<file path="config.mk">
export PLATFORM = sky130hd
export DESIGN_NAME = prbs_cgmii_framer
export DESIGN_NICKNAME = d
export VERILOG_FILES = /design/src/rtl/prbs_framer_pkg.sv /design/src/rtl/prbs31_gen.sv /design/src/rtl/frame_seq.sv /design/src/rtl/frame_lane_fill.sv /design/src/rtl/prbs_cgmii_framer.sv
export SDC_FILE = /design/constraint.sdc
export NUM_CORES = 1
export LEC_CHECK = 0
export BUFFER_PORTS_ARGS = -buffer_cell sky130_fd_sc_hd__buf_2
export CELL_PAD_IN_SITES_DETAIL_PLACEMENT = 2
export CELL_PAD_IN_SITES_GLOBAL_PLACEMENT = 2
export CORE_MARGIN = 2
export CORE_UTILIZATION = 35
export DETAILED_ROUTE_END_ITERATION = 10
export PLACE_DENSITY = 0.83
export SLEW_MARGIN = 20
export SYNTH_ARGS = -nofsm -noshare
export SYNTH_HDL_FRONTEND = slang
export SYNTH_SLANG_ARGS = --single-unit
</file>
<file path="constraint.sdc">
create_clock -name clk -period 4.5 [get_ports clk]
set_input_delay 0.675 -clock clk [delete_from_list [all_inputs] [get_ports clk]]
set_output_delay 0.675 -clock clk [all_outputs]
set_load 0.005 [all_outputs]
</file>
<file path="src/rtl/prbs_framer_pkg.sv">
package prbs_framer_pkg;

  localparam int unsigned PRBS_W  = 31;
  // second feedback tap sits this far above the oldest bit (31 - 28)
  localparam int unsigned TAP_OFF = 3;

  localparam logic [7:0] CH_START = 8'hFB;
  localparam logic [7:0] CH_PRE   = 8'h55;
  localparam logic [7:0] CH_SFD   = 8'hD5;
  localparam logic [7:0] CH_TERM  = 8'hFD;
  localparam logic [7:0] CH_IDLE  = 8'h07;

  typedef enum logic [1:0] {
    BEAT_FIRST = 2'd0,
    BEAT_MID   = 2'd1,
    BEAT_LAST  = 2'd2
  } beat_kind_e;

endpackage

</file>
<file path="src/rtl/prbs31_gen.sv">
module prbs31_gen
  import prbs_framer_pkg::*;
#(
  parameter int unsigned DW      = 512,
  parameter int unsigned C_FIRST = 448,
  parameter int unsigned C_LAST  = 320,
  parameter logic [30:0] SEED    = 31'h2A5C3E17
) (
  input  logic           clk,
  input  logic           rst_n,
  input  logic           adv,
  input  beat_kind_e     kind,
  output logic [DW-1:0]  word
);

  localparam int unsigned XW = DW + PRBS_W;

  logic [PRBS_W-1:0] state;
  logic [XW-1:0]     ext;

  // bit n of the result is sequence bit p+n, where state holds p..p+30
  function automatic logic [XW-1:0] expand(input logic [PRBS_W-1:0] s);
    logic [XW-1:0] x;
    x = '0;
    x[PRBS_W-1:0] = s;
    for (int n = PRBS_W; n < XW; n++) begin
      x[n] = x[n-PRBS_W] ^ x[n-PRBS_W+TAP_OFF];
    end
    return x;
  endfunction

  assign ext  = expand(state);
  assign word = ext[DW-1:0];

  // reload from the first generator bit the beat did not place on the bus
  always_ff @(posedge clk or negedge rst_n) begin
    if (!rst_n) begin
      state <= SEED;
    end else if (adv) begin
      unique case (kind)
        BEAT_FIRST: state <= ext[C_FIRST +: PRBS_W];
        BEAT_LAST:  state <= ext[C_LAST  +: PRBS_W];
        default:    state <= ext[DW      +: PRBS_W];
      endcase
    end
  end

  // an all-zero state would lock the sequence
  p_state_live_r6: assert property (@(posedge clk) disable iff (!rst_n)
    state != '0);

endmodule

</file>
<file path="src/rtl/frame_seq.sv">
module frame_seq
  import prbs_framer_pkg::*;
#(
  parameter int unsigned FRAME_BEATS = 3
) (
  input  logic       clk,
  input  logic       rst_n,
  input  logic       adv,
  output beat_kind_e kind
);

  localparam int unsigned CW = (FRAME_BEATS > 2) ? $clog2(FRAME_BEATS) : 1;
  localparam logic [CW-1:0] LAST_IDX = CW'(FRAME_BEATS - 1);

  logic [CW-1:0] cnt;

  always_ff @(posedge clk or negedge rst_n) begin
    if (!rst_n) begin
      cnt <= '0;
    end else if (adv) begin
      cnt <= (cnt == LAST_IDX) ? '0 : cnt + 1'b1;
    end
  end

  always_comb begin
    if (cnt == '0)            kind = BEAT_FIRST;
    else if (cnt == LAST_IDX) kind = BEAT_LAST;
    else                      kind = BEAT_MID;
  end

  // a new frame opens right after a closing beat
  p_wrap_to_first_r3: assert property (@(posedge clk) disable iff (!rst_n)
    (adv && kind == BEAT_LAST) |=> kind == BEAT_FIRST);

  // a start beat is followed by a non-start beat
  p_first_not_repeated_r3: assert property (@(posedge clk) disable iff (!rst_n)
    (adv && kind == BEAT_FIRST) |=> kind != BEAT_FIRST);

endmodule

</file>
<file path="src/rtl/frame_lane_fill.sv">
module frame_lane_fill
  import prbs_framer_pkg::*;
#(
  parameter int unsigned WORDS     = 8,
  parameter int unsigned TERM_WORD = 5
) (
  input  beat_kind_e                kind,
  input  logic [WORDS*64-1:0]       gen,
  output logic [WORDS*64-1:0]       data,
  output logic [WORDS*8-1:0]        ctrl
);

  localparam int unsigned BYTES = WORDS * 8;
  localparam int unsigned TB    = TERM_WORD * 8;

  for (genvar k = 0; k < BYTES; k++) begin : g_lane
    logic [7:0] d_first, d_last;
    logic       c_first, c_last;

    // opening beat: start, preamble, delimiter, then generator shifted by a word
    if (k == 0) begin : g_f_start
      assign d_first = CH_START;
      assign c_first = 1'b1;
    end else if (k < 7) begin : g_f_pre
      assign d_first = CH_PRE;
      assign c_first = 1'b0;
    end else if (k == 7) begin : g_f_sfd
      assign d_first = CH_SFD;
      assign c_first = 1'b0;
    end else begin : g_f_pay
      assign d_first = gen[8*(k-8) +: 8];
      assign c_first = 1'b0;
    end

    // closing beat: payload words, terminate word, whole idle words
    if (k < TB) begin : g_l_pay
      assign d_last = gen[8*k +: 8];
      assign c_last = 1'b0;
    end else if (k == TB) begin : g_l_term
      assign d_last = CH_TERM;
      assign c_last = 1'b1;
    end else begin : g_l_idle
      assign d_last = CH_IDLE;
      assign c_last = 1'b1;
    end

    always_comb begin
      unique case (kind)
        BEAT_FIRST: begin data[8*k +: 8] = d_first; ctrl[k] = c_first; end
        BEAT_LAST:  begin data[8*k +: 8] = d_last;  ctrl[k] = c_last;  end
        default:    begin data[8*k +: 8] = gen[8*k +: 8]; ctrl[k] = 1'b0; end
      endcase
    end
  end

endmodule

</file>
<file path="src/rtl/prbs_cgmii_framer.sv">
module prbs_cgmii_framer
  import prbs_framer_pkg::*;
#(
  parameter int unsigned WORDS       = 8,
  parameter int unsigned FRAME_BEATS = 3,
  parameter int unsigned IDLE_WORDS  = 2,
  parameter logic [30:0] SEED        = 31'h2A5C3E17
) (
  input  logic                    clk,
  input  logic                    rst_n,
  input  logic                    out_ready,
  output logic                    out_valid,
  output logic [WORDS*64-1:0]     out_data,
  output logic [WORDS*8-1:0]      out_ctrl
);

  localparam int unsigned BYTES     = WORDS * 8;
  localparam int unsigned DW        = BYTES * 8;
  localparam int unsigned TERM_WORD = WORDS - 1 - IDLE_WORDS;
  localparam int unsigned TB        = TERM_WORD * 8;
  localparam int unsigned C_FIRST   = DW - 64;
  localparam int unsigned C_LAST    = TERM_WORD * 64;

  beat_kind_e        kind;
  logic [DW-1:0]     gen_word;
  logic [DW-1:0]     fill_data;
  logic [BYTES-1:0]  fill_ctrl;
  logic              adv;

  // a new beat is built whenever the output register is empty or being drained
  assign adv = !out_valid || out_ready;

  frame_seq #(.FRAME_BEATS(FRAME_BEATS)) u_seq (
    .clk   (clk),
    .rst_n (rst_n),
    .adv   (adv),
    .kind  (kind)
  );

  prbs31_gen #(
    .DW      (DW),
    .C_FIRST (C_FIRST),
    .C_LAST  (C_LAST),
    .SEED    (SEED)
  ) u_gen (
    .clk   (clk),
    .rst_n (rst_n),
    .adv   (adv),
    .kind  (kind),
    .word  (gen_word)
  );

  frame_lane_fill #(.WORDS(WORDS), .TERM_WORD(TERM_WORD)) u_fill (
    .kind (kind),
    .gen  (gen_word),
    .data (fill_data),
    .ctrl (fill_ctrl)
  );

  always_ff @(posedge clk or negedge rst_n) begin
    if (!rst_n) begin
      out_valid <= 1'b0;
      out_data  <= '0;
      out_ctrl  <= '0;
    end else if (adv) begin
      out_valid <= 1'b1;
      out_data  <= fill_data;
      out_ctrl  <= fill_ctrl;
    end
  end

  // a stalled beat stays put
  p_hold_stable_r7: assert property (@(posedge clk) disable iff (!rst_n)
    (out_valid && !out_ready) |=> (out_valid && $stable(out_data) && $stable(out_ctrl)));

  // the source never withdraws
  p_valid_sticky_r8: assert property (@(posedge clk) disable iff (!rst_n)
    out_valid |=> out_valid);

  // terminate is followed by idles to the end of the beat
  p_term_tail_r4: assert property (@(posedge clk) disable iff (!rst_n)
    (out_valid && out_ctrl[TB] && out_data[8*TB +: 8] == CH_TERM)
      |-> (&out_ctrl[BYTES-1:TB]));

  for (genvar k = 0; k < BYTES; k++) begin : g_chk
    // flagged bytes carry only start, terminate or idle codes
    p_ctrl_code_r5: assert property (@(posedge clk) disable iff (!rst_n)
      (out_valid && out_ctrl[k]) |->
        (out_data[8*k +: 8] == CH_START || out_data[8*k +: 8] == CH_TERM ||
         out_data[8*k +: 8] == CH_IDLE));
    if (k != 0) begin : g_nz
      // start never appears away from lane 0 of word 0
      p_start_lane_r3: assert property (@(posedge clk) disable iff (!rst_n)
        (out_valid && out_ctrl[k]) |-> out_data[8*k +: 8] != CH_START);
    end
  end

endmodule

</file>
=== Word-level counts from Yosys, hierarchy flattened ===
Index checks and enable logic that the tools add are counted.

* Bitwise logic cells: 512
* Add/subtract/negate cells: 1
* Reduce and logical (&&, ||, !) cells: 4
* Equality and inequality tests: 2
* Muxes and demuxes: 70

{| class="wikitable"
|+ Operator list
! kind !! count
|-
| XOR 1 bit || 512
|-
| one-hot mux 8 bit (2 select lines) || 24
|-
| 2-to-1 mux 8 bit || 40
|-
| one-hot mux 31 bit (2 select lines) || 1
|-
| 2-to-1 mux 2 bit || 3
|-
| == test 2 bit, second input constant || 2
|-
| logical NOT 2 bit || 2
|-
| adder 2 x 1 -> 2 bit, second input constant || 1
|-
| 2-to-1 mux 1 bit || 2
|-
| logical NOT 1 bit || 1
|-
| logical OR 1 bit || 1
|}

* Logic and storage cells: 594
* Bits of input ports: 3
* Output and inout bits: 577
* Flip-flop bits (word level): 548

=== Depth between registers and ports, before layout ===
* Depth after elaboration: 20
* Mapped depth: 10

=== By module ===
From an unflattened synthesis, not the netlist that was laid out.

* Cells, all modules: 2,956
* Area total of the unflattened synthesis: 40,530.1 sq um

{| class="wikitable"
|+ By module, submodules not included
! module !! seq. area each (sq um) !! times used !! cells an instance !! area an instance (sq um)
|-
| prbs_cgmii_framer || 14,438.8 || 1 || 1,219 || 24,105.6
|-
| prbs31_gen || 795.8 || 1 || 913 || 9,031.2
|-
| frame_lane_fill || 0.0 || 1 || 816 || 7,298.2
|-
| frame_seq || 50.0 || 1 || 8 || 95.1
|}

=== Least setup slack after synthesis ===
OpenSTA, ideal clock, no wires.

* Path type: flip-flop to flip-flop
* Start: register u_gen.state[27]
* End: register u_gen.state[24]
* Setup time: 77 ps
* Arrival: 3,492 ps
* Path buffers: 1
* Cell stages (with the launch flop): 10
* Slack: 931 ps
* Data required time: 4,423 ps
* Cells stage by stage: dfstp_2 buf_4 xnor3_1 xnor2_1 xnor3_1 xnor3_2 xnor2_4 xnor3_1 mux2_2 a21oi_1

* Cells in the longest elaborated chain, start to end: 18

{| class="wikitable"
|+ Ends and longest elaborated chain
! element !! line !! RTL
|-
| from (decl) || prbs31_gen.sv:18 || <nowiki>logic [PRBS_W-1:0] state;</nowiki>
|-
| from (signal assigned) || prbs31_gen.sv:41 || <nowiki>BEAT_FIRST: state <= ext[C_FIRST +: PRBS_W];</nowiki>
|-
| from (signal assigned) || prbs31_gen.sv:42 || <nowiki>BEAT_LAST: state <= ext[C_LAST +: PRBS_W];</nowiki>
|-
| from (signal assigned) || prbs31_gen.sv:43 || <nowiki>default: state <= ext[DW +: PRBS_W];</nowiki>
|-
| XOR 1 bit (17 in series) || prbs31_gen.sv:27 || <nowiki>x[n] = x[n-PRBS_W] ^ x[n-PRBS_W+TAP_OFF];</nowiki>
|-
| one-hot mux 31 bit (2 select lines) (*) || prbs31_gen.sv:40 || <nowiki>unique case (kind)</nowiki>
|}

Every way passes the cells marked *; elsewhere a longest branch is shown, timed or not.
A chain may end at the register's enable or synchronous reset.

=== Final worst setup path ===
* Start: register u_gen.state[1]
* End: register u_gen.state[28]

* Cells in the longest elaborated chain, start to end: 17

{| class="wikitable"
|+ Ends and longest elaborated chain
! element !! line
|-
| XOR 1 bit (*) || prbs31_gen.sv:27
|-
| XOR 1 bit (14 in series) || prbs31_gen.sv:27
|-
| XOR 1 bit (*) || prbs31_gen.sv:27
|-
| one-hot mux 31 bit (2 select lines) (*) || prbs31_gen.sv:40
|}

Marked as above.

==> qor.txt <==
run status: finished, violations left
failing checks: negative setup slack
maxcap violations: 0
Gates resized, CTS repair: 2
endpoint class of the critical path: flop
worst skew pair latency: 640 ps
Post-Synth Adder-Cell Area: 0%
dpl cell area: 37100 µm²
post-route cell area: 39400 µm²
RSZ-0062 raised after global routing: yes
Vias: 31100
vias in the first global route: 32200
Final Hold Viols: 0
commonest non-fill, non-tap cells in the layout: 539 x buf_2, 529 x dfrtp_1, 526 x nor2_1, 416 x nand2_1, 332 x buf_4
Mapped Area: 31300 µm²
port bufs: 540
root buf cell: clkbuf_16
post-synthesis cell type count: 48
PnR worst setup slack: -49.6 ps
Ys Warns: 0
CTS Buffer Depth: 3
Slew headroom: 15.8%
Routed Antenna Nets: 0
Setup Viol. Count Final: 1
largest family of logic cells by synthesized area: XOR/XNOR gates
synthesized flop and latch total: 547
register area: 13700 µm²
post-synthesis average cell area: 9.35 µm²
Tmin final: 4550 ps
fmax: 220 MHz
gr ovfl total: 0
hold bufs inserted after CTS: 0
worst endpoint data arrival time: 5060 ps
number of synthesized flops with an enable pin: 0
Total Routing Usage GR: 40.8%
Initial Utilization: 35.4%
gpl congestion: 1.02
# IOs: 580
Clk pin slew, worst setup/hold paths: 60 ps
area share of and/or/nand/nor cells after synthesis: 11.6%
Synth Area in Compound Gates: 16.6%
Final Max Tran Viols: 0
Via density: 5.94
TritonCTS Buffers: 66
Async S/R FF share, synth: 100%
mux share of post-synthesis cell area: 1.60%
crit path max fanout: 9
Top FF cell, synth: dfrtp_1
# DRC: 0
final wirelength: 191 mm
fraction of layout cells with a size suffix above 1: 27.0%
area taken by multi-input logic gates: 16300 µm²
CTS tree: yes
Die Y: 303 µm
die extent in x: 303 µm
Row Count: 109
initial antenna violation count: 8
NumNets Final: 4024
Setup crit start kind: flop
Fin Clk Skew: 29.0 ps
Setup CP Type: reg -> reg
buffer count from post-CTS setup fixing: 0
pin count of the biggest net entering global routing: 177
post-DP HPWL: 145 mm
starting DRC count in detailed routing: 3696
first-pass GRT wire length: 261 mm
critical path required time: 5010 ps
Area Growth Syn to Fin: 25.8%
post-DR wirelength/cell: 36.4 µm
CTS Sinks: 547
Syn Inst Count: 3349
htree depth: 3
DR pass1 iterations: 6
Hold Path Class: in -> async
Synth Area in XOR/XNOR: 21.5%
core area: 88500 µm²
final worst path period share: 101%
commonest non-fill, non-tap cell in the layout: buf_2
Filler Cell Count: 9636
register area share after synthesis: 43.8%
Slew @ Worst Pin: 1250 ps
DIE AREA: 91900 µm²
[critical path, cell delays in order, from the launching register on]
cell      delay (ps)
dfstp_2          790
xnor3_1          650
xnor2_2          350
buf_4            280
xnor3_1          680
xnor2_4          390
xnor2_1          170
xnor2_2          510
a222oi_1         210
a21oi_1          360
[cells by family after synthesis]
kind of cell | Yosys count
AND/OR/NAND/NOR | 960
AO/OA/AOI/OAI | 858
XOR/XNOR | 604
flip-flops | 547
buffers and inverters | 330
multiplexers | 48
other | 2
[routing by layer]
metal	share of wire [%]	GRT usage (%)	vias to the layer above	wire length, µm
li1	-	-	12500	-
met1	39	52.3	16200	74900
met2	46	63.9	1857	87100
met3	9.0	9.69	536	17100
met4	6.0	21.4	8	11400
met5	0.044	0.414	-	84
[worst paths after layout]
check                          startpoint         endpoint  slack, ps  depth (start not counted)
hold / removal                      rst_n     out_data[64]         90                          1
setup reg to reg           u_gen.state[1]  u_gen.state[28]        -50                          9
setup / recovery           u_gen.state[1]  u_gen.state[28]        -50                          9
min in group clk            out_data[143]    out_data[143]        480                          2
hold reg to reg             out_data[143]    out_data[143]        480                          2
max in group asynchronous           rst_n    out_data[276]       3200                          2
[stage by stage]
| stage | hold slack (ps) | setup WS [ps] | std cells | util [%] | TNS (ps) |
|---|---|---|---|---|---|
| global placement | 448 | -461 | 5118 | 41.9 | -3490 |
| floorplan | 379 | 931 | 3387 | - | 0 |
| detailed placement | 455 | -454 | 5118 | 41.9 | -4300 |
| CTS | 134 | 34.2 | 5235 | 44.5 | 0 |
| global route | 144 | -7.81 | 5235 | 44.5 | -7.81 |
| finish | 89.5 | -49.6 | 5242 | 44.5 | -49.6 |
[flip-flops by register name, indices dropped and copies added, names as in the netlist]
register     count
out_data       512
u_gen.state     31
u_seq.cnt        2
out_ctrl         1
out_valid        1
[Yosys cell counts (all sizes together) (3+ instances only)]
library cell  count  share of area, %
a211oi            7              0.17
a21o             55               1.3
a21oi           305               4.9
a221oi          114               3.2
a22o             22              0.62
a22oi            10              0.24
a31oi            15              0.30
buf             116               2.4
clkbuf          210               2.5
dfrtp           531                42
dfstp            16               1.3
mux2             16              0.58
mux2i            32               1.0
nand2           417               5.0
nand3             7              0.11
nor2            528               6.3
nor3              3             0.048
o211ai           12              0.29
o21a             10              0.24
o21ai           270               4.3
o221ai            9              0.25
o22a             19              0.53
o22ai             5              0.10
xnor2           354                11
xnor3            57               4.1
xor2            185               5.5
xor3              8              0.61
[final cells by class]
cell class | instances | area share, %
timing repair buffer | 892 | 14.2
sequential | 547 | 34.8
clock inverter | 22 | 1.15
clock buffer | 95 | 4.67
inverter | 4 | 0.0381
antenna | 7 | 0.0445
multi-input combinational | 2510 | 41.4
tap | 1165 | 3.70
Power is left out: the tool's default activity adds up to more than one toggle a clock period on the data nets, which glitch-free logic cannot reach.
